<file path="src/rtl/pll_srch_pkg.sv">
package pll_srch_pkg;

  typedef enum logic [1:0] {ST_IDLE, ST_KICK, ST_WAIT} srch_st_e;

  // number of doublings needed to bring val up to lim
  function automatic int dbl_count(input int val, input int lim);
    int v;
    int c;
    v = val;
    c = 0;
    for (int i = 0; i < 31; i++) begin
      if (v < lim) begin
        v = v * 2;
        c++;
      end
    end
    return c;
  endfunction

endpackage

</file>
<file path="src/rtl/pll_srch_prep.sv">
module pll_srch_prep #(
  parameter int TW         = 16,
  parameter int RW         = 16,
  parameter int KW         = 2,
  parameter int FREQ_MIN   = 8000,
  parameter int FREQ_MAX   = 15938,
  parameter int DBL_LIMIT  = 64000,
  parameter int K_MAX      = 3,
  parameter int FRAC_SHIFT = 8,
  parameter int HZ_DIV     = 100
) (
  input  logic [TW-1:0] target_i,
  output logic          zero_o,
  output logic [RW-1:0] ref_o,
  output logic [KW-1:0] k_o
);

  logic [TW-1:0] clamped;

  always_comb begin
    if (target_i < TW'(FREQ_MIN))      clamped = TW'(FREQ_MIN);
    else if (target_i > TW'(FREQ_MAX)) clamped = TW'(FREQ_MAX);
    else                               clamped = target_i;
  end

  assign zero_o = (target_i == '0);
  assign ref_o  = RW'((32'(clamped) << FRAC_SHIFT) / 32'(HZ_DIV));

  always_comb begin
    logic [31:0]   t;
    logic [KW-1:0] kk;
    t  = 32'(clamped);
    kk = '0;
    for (int i = 0; i < K_MAX; i++) begin
      if (t < 32'(DBL_LIMIT)) begin
        t  = t << 1;
        kk = kk + 1'b1;
      end
    end
    k_o = kk;
  end

endmodule

</file>
<file path="src/rtl/pll_srch_div.sv">
module pll_srch_div #(
  parameter int PW  = 17,
  parameter int DVW = 6,
  parameter int BPC = 6
) (
  input  logic           clk_i,
  input  logic           rst_ni,
  input  logic           start_i,
  input  logic [PW-1:0]  dividend_i,
  input  logic [DVW-1:0] divisor_i,
  output logic           valid_o,
  output logic [PW-1:0]  quot_o
);

  localparam int IT = (PW + BPC - 1) / BPC;
  localparam int QW = IT * BPC;
  localparam int AW = DVW + 1 + QW;
  localparam int CW = $clog2(IT + 1);

  logic [AW-1:0]  acc_q, acc_nx;
  logic [DVW-1:0] dvs_q;
  logic [CW-1:0]  cnt_q;
  logic           valid_q;

  // restoring division, BPC quotient bits per clock
  always_comb begin
    acc_nx = acc_q;
    for (int b = 0; b < BPC; b++) begin
      acc_nx = acc_nx << 1;
      if (acc_nx[AW-1:QW] >= {1'b0, dvs_q}) begin
        acc_nx[AW-1:QW] = acc_nx[AW-1:QW] - {1'b0, dvs_q};
        acc_nx[0]       = 1'b1;
      end
    end
  end

  always_ff @(posedge clk_i or negedge rst_ni) begin
    if (!rst_ni) begin
      acc_q   <= '0;
      dvs_q   <= '0;
      cnt_q   <= '0;
      valid_q <= 1'b0;
    end else begin
      valid_q <= 1'b0;
      if (start_i) begin
        acc_q <= AW'(dividend_i);
        dvs_q <= divisor_i;
        cnt_q <= CW'(IT);
      end else if (cnt_q != '0) begin
        acc_q   <= acc_nx;
        cnt_q   <= cnt_q - 1'b1;
        valid_q <= (cnt_q == CW'(1));
      end
    end
  end

  assign valid_o = valid_q;
  assign quot_o  = acc_q[PW-1:0];

endmodule

</file>
<file path="src/rtl/pll_mn_search.sv">
module pll_mn_search
  import pll_srch_pkg::*;
#(
  parameter int TW             = 16,
  parameter int WW             = 16,
  parameter int REF_MULT       = 938356,
  parameter int FREQ_MIN       = 8000,
  parameter int FREQ_MAX       = 15938,
  parameter int PRESCALE_STEPS = 3,
  parameter int M_MIN          = 2,
  parameter int M_MAX          = 30,
  parameter int N_MIN          = 35,
  parameter int N_MAX          = 247,
  parameter int M_OFS          = 2,
  parameter int N_OFS          = 8,
  parameter int FRAC_SHIFT     = 8,
  parameter int HZ_DIV         = 100,
  parameter int K_LSB          = 6,
  parameter int N_LSB          = 8,
  parameter int ZERO_WORD      = 224,
  parameter int DIV_BPC        = 6
) (
  input  logic          clk_i,
  input  logic          rst_ni,
  input  logic          start_i,
  input  logic [TW-1:0] target_i,
  output logic          busy_o,
  output logic          done_o,
  output logic [WW-1:0] word_o
);

  localparam int DBL_LIMIT = FREQ_MIN << PRESCALE_STEPS;
  localparam int K_MAX     = dbl_count(FREQ_MIN, DBL_LIMIT);
  localparam int K_MIN     = dbl_count(FREQ_MAX, DBL_LIMIT);
  localparam int KW        = (K_MAX > 0) ? $clog2(K_MAX + 1) : 1;
  localparam int RW        = $clog2(((FREQ_MAX << FRAC_SHIFT) / HZ_DIV) + 1);
  localparam int MW        = $clog2(M_MAX + 1);
  localparam int NW        = $clog2(N_MAX + 1);
  localparam int DVW       = $clog2(M_MAX + M_OFS + 1);
  localparam int PRW       = $clog2(REF_MULT * (N_MAX + N_OFS) + 1);
  localparam int PW        = PRW - FRAC_SHIFT - K_MIN;
  localparam int EW        = ((RW > PW) ? RW : PW) + 1;

  srch_st_e       state_q;
  logic [RW-1:0]  ref_q;
  logic [KW-1:0]  k_q;
  logic [MW-1:0]  m_q, best_m_q;
  logic [NW-1:0]  n_q, best_n_q;
  logic [EW-1:0]  best_err_q;
  logic           done_q;
  logic [WW-1:0]  word_q;

  logic           zero_c;
  logic [RW-1:0]  ref_c;
  logic [KW-1:0]  k_c;

  pll_srch_prep #(
    .TW(TW), .RW(RW), .KW(KW), .FREQ_MIN(FREQ_MIN), .FREQ_MAX(FREQ_MAX),
    .DBL_LIMIT(DBL_LIMIT), .K_MAX(K_MAX), .FRAC_SHIFT(FRAC_SHIFT), .HZ_DIV(HZ_DIV)
  ) u_prep (
    .target_i (target_i),
    .zero_o   (zero_c),
    .ref_o    (ref_c),
    .k_o      (k_c)
  );

  // divide by 2^(k+frac) first, then by (M+ofs): same floor, narrower divider
  logic [PRW-1:0] prod;
  logic [PW-1:0]  dividend;
  logic [DVW-1:0] divisor;
  logic           div_valid;
  logic [PW-1:0]  quot;

  assign prod     = (PRW'(n_q) + PRW'(N_OFS)) * PRW'(REF_MULT);
  assign dividend = PW'(prod >> (FRAC_SHIFT + int'(k_q)));
  assign divisor  = DVW'(m_q) + DVW'(M_OFS);

  pll_srch_div #(.PW(PW), .DVW(DVW), .BPC(DIV_BPC)) u_div (
    .clk_i      (clk_i),
    .rst_ni     (rst_ni),
    .start_i    (state_q == ST_KICK),
    .dividend_i (dividend),
    .divisor_i  (divisor),
    .valid_o    (div_valid),
    .quot_o     (quot)
  );

  logic [EW-1:0] err;
  logic          take, last_pair;
  logic [MW-1:0] win_m;
  logic [NW-1:0] win_n;
  logic [WW-1:0] packed_word;

  always_comb begin
    if (EW'(ref_q) >= EW'(quot)) err = EW'(ref_q) - EW'(quot);
    else                         err = EW'(quot) - EW'(ref_q);
  end

  assign take        = err < best_err_q;  // strict: first minimum wins
  assign last_pair   = (m_q == MW'(M_MAX)) && (n_q == NW'(N_MAX));
  assign win_m       = take ? m_q : best_m_q;
  assign win_n       = take ? n_q : best_n_q;
  assign packed_word = (WW'(k_q) << K_LSB) + WW'(win_m) + (WW'(win_n) << N_LSB);

  always_ff @(posedge clk_i or negedge rst_ni) begin
    if (!rst_ni) begin
      state_q    <= ST_IDLE;
      ref_q      <= '0;
      k_q        <= '0;
      m_q        <= '0;
      n_q        <= '0;
      best_m_q   <= '0;
      best_n_q   <= '0;
      best_err_q <= '1;
      done_q     <= 1'b0;
      word_q     <= '0;
    end else begin
      done_q <= 1'b0;
      case (state_q)
        ST_IDLE: begin
          if (start_i) begin
            if (zero_c) begin
              word_q <= WW'(ZERO_WORD);
              done_q <= 1'b1;
            end else begin
              ref_q      <= ref_c;
              k_q        <= k_c;
              m_q        <= MW'(M_MIN);
              n_q        <= NW'(N_MIN);
              best_err_q <= '1;
              state_q    <= ST_KICK;
            end
          end
        end
        ST_KICK: state_q <= ST_WAIT;
        ST_WAIT: begin
          if (div_valid) begin
            if (take) begin
              best_err_q <= err;
              best_m_q   <= m_q;
              best_n_q   <= n_q;
            end
            if (last_pair) begin
              word_q  <= packed_word;
              done_q  <= 1'b1;
              state_q <= ST_IDLE;
            end else begin
              state_q <= ST_KICK;
              if (n_q == NW'(N_MAX)) begin
                n_q <= NW'(N_MIN);
                m_q <= m_q + 1'b1;
              end else begin
                n_q <= n_q + 1'b1;
              end
            end
          end
        end
        default: state_q <= ST_IDLE;
      endcase
    end
  end

  assign busy_o = (state_q != ST_IDLE);
  assign done_o = done_q;
  assign word_o = word_q;

endmodule

</file>
<file path="config.mk">
export PLATFORM = sky130hd
export DESIGN_NAME = pll_mn_search
export DESIGN_NICKNAME = d
export VERILOG_FILES = /design/src/rtl/pll_srch_pkg.sv /design/src/rtl/pll_srch_prep.sv /design/src/rtl/pll_srch_div.sv /design/src/rtl/pll_mn_search.sv
export SDC_FILE = /design/constraint.sdc
export NUM_CORES = 1
export LEC_CHECK = 0
export BUFFER_PORTS_ARGS = -buffer_cell sky130_fd_sc_hd__buf_2
export CAP_MARGIN = 20
export CORE_ASPECT_RATIO = 0.6
export CORE_MARGIN = 2
export CORE_UTILIZATION = 60
export CTS_CLUSTER_DIAMETER = 60
export DETAILED_ROUTE_END_ITERATION = 10
export PLACE_DENSITY_LB_ADDON = 0.08
export SLEW_MARGIN = 30
export SYNTH_ARGS = -nofsm -noshare
export SYNTH_HDL_FRONTEND = slang
export SYNTH_SLANG_ARGS = --single-unit
</file>
<file path="constraint.sdc">
create_clock -name clk_i -period 38.5 [get_ports clk_i]
set_clock_uncertainty 0.2 [all_clocks]
set_input_delay 1.925 -clock clk_i [delete_from_list [all_inputs] [get_ports clk_i]]
set_output_delay 1.925 -clock clk_i [all_outputs]
set_load 0.02 [all_outputs]
</file>
# ---- Word-level counts from Yosys, hierarchy flattened
# Index checks and enable logic that the tools add are counted.
# Widths: inputs -> output; s select.
dict set report word_totals {
  out_inout_bits 18
  elab_cells 136
  regBits 114
}
dict set report classes {
  shift 1
  mux 60
  addsub 18
  n_div 1
  n_mul 1
  eq_ne 13
  bitwise_logic 1
  n_reduce_logical 14
  magnitude_cmp 13
}
# op count
set op_table {}
lappend op_table {{$mux 16} 6}
lappend op_table {{$mux 18} 5}
lappend op_table {{$mux 24} 2}
lappend op_table {{$mux 8} 6}
lappend op_table {{$ge 7x6->1} 6}
lappend op_table {{$mux 6} 6}
lappend op_table {{$pmux 18 s2} 1}
lappend op_table {{$sub 6x6->6} 6}
lappend op_table {{$div 24x7->32 const B} 1}
lappend op_table {{$lt 32x16->1 const B} 1}
lappend op_table {{$mux 32} 1}
lappend op_table {{$pmux 16 s2} 1}
lappend op_table {{$mux 5} 6}
lappend op_table {{$shr 28x5->17} 1}
lappend op_table {{$mul 9x18->26 const B} 1}
lappend op_table {{$lt 18x18->1} 1}
lappend op_table {{$sub 16x17->18} 1}
lappend op_table {{$sub 17x16->18} 1}
lappend op_table {{$ge 16x17->1} 1}
lappend op_table {{$lt 17x16->1 const B} 1}
lappend op_table {{$mux 17} 1}
lappend op_table {{$add 9x16->16} 1}
lappend op_table {{$gt 16x14->1 const B} 1}
lappend op_table {{$logic_not 16->1} 1}
lappend op_table {{other kinds (31)} 63}

# ---- Longest topological paths before layout
dict set report depth {
  ltp_word 14
  depth_mapped 77
}

# ---- Cells and area by module
# A second synthesis with hierarchy kept.
dict set report hier_totals {
  cells_unflattened 1973
  area_unflattened_um2 16330.7
}
# module cells_per_inst seq_area_each_um2 n_inst area_each_um2
set modules_own_cells {}
lappend modules_own_cells {pll_mn_search 977 2049.5 1 8657.1}
lappend modules_own_cells {pll_srch_prep 573 0.0 1 3962.6}
lappend modules_own_cells {pll_srch_div 423 825.8 1 3711.1}

# ---- Worst setup path after synthesis
# OpenSTA, ideal clock, no wires.
dict set report synth_path {
  path_type {input-to-reg}
  from {input port target_i[8]}
  to {register ref_q[0]}
  required_ns 38.214
  setup_slack_ns 24.751
  path_stages 46
  arrival_time_ns 13.464
  path_cell_list {buf_6 or4_4 a2111oi_4 o211ai_4 o311a_1 or3_4 o21a_1 nor4b_4 a2bb2oi_4 mux2i_1 mux2i_1 nor2_1 o211a_1 a211o_4 o2111ai_4 o211ai_1 a21oi_2 xnor2_1 [10 not listed] o31ai_1 o21ba_2 o31ai_4 inv_4 ha_1 and2_1 and3_1 mux2_4 nor2_1 ha_1 a21o_1 a21oi_4 ha_1 a311oi_1 a211oi_1 nor4b_2 mux2_2 a32oi_1}
}
dict set report synth_via {
  elab_chain_len 4
  elab_cells_between_ends 8
}
# element line_no
set synth_rtl {}
lappend synth_rtl {{start: declaration} pll_mn_search.sv:26} ;# input logic [TW-1:0] target_i,
lappend synth_rtl {{$gt 16x14->1} pll_srch_prep.sv:22} ;# else if (target_i > TW'(FREQ_MAX)) clamped = TW'(FREQ_MAX);
lappend synth_rtl {{$mux 16} pll_srch_prep.sv:22}
lappend synth_rtl {{$mux 16} pll_srch_prep.sv:21} ;# if (target_i < TW'(FREQ_MIN)) clamped = TW'(FREQ_MIN);
lappend synth_rtl {{$div 24x7->32} pll_srch_prep.sv:27} ;# assign ref_o = RW'((32'(clamped) << FRAC_SHIFT) / 32'(HZ_DIV));
lappend synth_rtl {{end signal: assignment} pll_mn_search.sv:126} ;# ref_q <= ref_c;
lappend synth_rtl {{end: declaration} pll_mn_search.sv:45} ;# logic [RW-1:0] ref_q;
# Parallel ways exist; a longest one is shown, timed or not.
# A chain may end at the register's enable or synchronous reset.

# ---- Worst setup path after layout
dict set report layout_path {
  from {input port target_i[13]}
  to {register ref_q[0]}
}
# The elaborated chain is that of the path after synthesis.

==> reports/metrics.cfg <==
[run_status]
outcome = complete, no violations

[grt]
grt_max_degree = 74
antenna_found_initial = 0
grt_overflow_total = 0
busiest_layer = met1
grt_util_met3_pct = 6.149
grt.total_usage_pct = 31.27
grt_pass1_vias = 12640
grt_pass1_wl_um = 67640
grtUsageMet1_pct = 52.04
use_met2_pct = 41.04

[floorplan]
die_w_um = 210.7
initial_core_util_pct = 60.99
dieArea_um2 = 26980
dieHeight_um = 128.0
rows = 45
io_pins = 37
core-area_um2 = 25220

[sta]
tns_ns = 0
maxSlewViolCount = 0
worst_pin_slew_ns = 0.9656
finalCriticalPeriod_ns = 15.59
setup_viol = 0
slew_headroom_pct = 35.63
period_share_pct = 40.50
hold_viol = 0
clock.fmax_ghz = 0.06413
rsz0062_at_grt = false

[place]
dpl-instance-area_um2 = 15750
dp_hpwl_um = 32910
port_buffers = 36
gp_congestion = 0.9773
dp_cells = 2148

[finish]
nets = 2067
drive_gt1_share_pct = 11.45
stdcell_count = 2180
fin_area_um2 = 16330
num_antenna_cells = 0
areaGrowthSynthToFinish_pct = 6.116

[worst_setup_path]
timing.rr.start = u_div.dvs_q[1]$_DFFE_PN0P_
ff2ff_path_depth = 67
critPathTopFamily = compound AO/OA/AOI/OAI gates
crit_fanout = 16
worstSetupStartpointType = primary input
cpMaxStageDelayCell = a2111oi_2
crit_type = in -> reg
reg2reg_slack_ns = 23.95
worstReg2RegEnd = u_div.acc_q[20]$_DFFE_PN0P_
crit_arrival_ns = 15.73
critical-path-max-stage-delay_ns = 0.77
critPathBufInv = 4
crit_top_cell = ha_1
cp.required_ns = 38.64
critPathCaptureType = flop

[drt]
drt.antenna.violating_nets = 0
via_count = 13830
routedWlPerCell_um = 18.99
firstDrtPassIters = 5
wirelength_um = 41410
via_per_inst = 6.345
drtIter0Drc = 1349
drc = 0

[worst_hold_path]
min_to = word_o[2]$_DFFE_PN0P_
hp-class = reg -> reg
hp-start = word_o[2]$_DFFE_PN0P_
min_path_cells = 2

[yosys]
yosysTopAreaCell = dfrtp_1
synthesis.area_um2 = 15380
ys_warn_count = 0
synthArstFlopShare_pct = 100.0
synth-main-ff-cell = dfrtp_1
avgSynthCellArea_um2 = 8.316
synth.ff_latch_count = 114
synthDominantCellAreaShare_pct = 15.61
netlist_instances = 1850
netlist_top_cells_count = inv_1 (186), ha_1 (165), nand2_1 (155), a21oi_1 (130), o21ai_0 (122)
synth.top_cells.by_area = dfrtp_1 (16%), ha_1 (13%), fa_1 (5.9%)
ys_seq_area_share_pct = 18.69
yosysMostFrequentCell = inv_1
synth.distinct_cells = 117
synth_edf_count = 0

[cts]
numCtsBuffers = 17
cts-root-buf = clkbuf_16
post_cts_resized = 0
cts_setup_buffers = 0
clock-sinks = 114
clockBufferDepth = 2
hold_buffers = 0
clk_pin_slew_ns = 0.05
htree_levels = 4
cts_tree = done
clk_latency_ns = 0.43

[flow_run]
maxCapViolCount = 0

[per-layer routing]
layer / share of wire (%) / vias to the layer above
met5: 0 / -
met4: 0.64 / 0
met3: 8.8 / 27
met2: 38 / 583
met1: 53 / 6592
li1: - / 6630
[cell usage in the layout (no fill, tap or decap), drive strengths merged, types with 16 or more instances in the layout]
cell type	instances
a211oi	27
xnor2	57
xor2	35
nor2b	25
clkbuf	18
nor4	17
inv	189
nor2	88
o21ai	136
mux2	36
and2	18
nand4	16
dfstp	18
and3	18
fa	45
or2	17
o211ai	19
ha	165
nand2b	25
nor3	49
buf	47
a21o	46
a21oi	136
mux2i	87
dfrtp	96
nand3	36
nand2	155
[logic make-up (layout without fill, tap and decap cells)]
group	after synthesis	count (layout)	synth area share [%]
compound gates	538	538	24.76
xor+xnor	92	92	5.237
fa+ha+maj	210	210	19.27
buf+inv	268	267	6.758
flops	114	114	18.69
mux	123	123	8.417
other cells	2	4	0.04881
simple gates	503	503	16.82
[registers in the layout, indices dropped and copies added (netlist names)]
register / count
u_div.acc_q: 24
best_err_q: 18
ref_q: 16
word_o: 16
best_n_q: 8
n_q: 8
u_div.dvs_q: 6
best_m_q: 5
m_q: 5
k_q: 2
state_q: 2
u_div.cnt_q: 2
done_o: 1
u_div.valid_o: 1
[through the flow]
stage	hold WS [ns]	utilization, %	setup WS [ns]
CTS	0.2787	64.60	22.68
finish	0.2759	64.72	22.91
detailed placement	0.2661	62.44	22.28
global route	0.3000	64.72	21.74
floorplan	0.2498	-	24.75
global placement	0.2610	62.44	22.70
[how the worst max path moves through the flow]
stage,start,endpoint,slack [ns],depth (start not counted)
floorplan,target_i[8],ref_q[0]$_DFFE_PN0P_,24.75,46
global placement,target_i[14],ref_q[0]$_DFFE_PN0P_,22.70,47
detailed placement,target_i[14],ref_q[0]$_DFFE_PN0P_,22.28,46
CTS,target_i[14],ref_q[0]$_DFFE_PN0P_,22.68,46
global route,target_i[13],ref_q[0]$_DFFE_PN0P_,21.74,46
finish,target_i[13],ref_q[0]$_DFFE_PN0P_,22.91,47
[worst min-delay path: cells and delay by family (launching register included)]
family / cells / cell delay, ns
compound gates: 1 / 0.06
flops: 1 / 0.33
simple gates: 1 / 0.04
[layout make-up]
| type | count | area [um2] |
|---|---|---|
| multi-input cells | 1470 | 11510 |
| fillers | 2187 | 8899 |
| flip-flops and latches | 114 | 2877 |
| inverters | 188 | 708.2 |
| clock buffers | 18 | 429.2 |
| well taps | 329 | 411.6 |
| repair buffers | 47 | 269.0 |
| clock inverters | 14 | 116.4 |
Power is left out: the tool's default activity adds up to more than one toggle a clock period on the data nets, which glitch-free logic cannot reach.
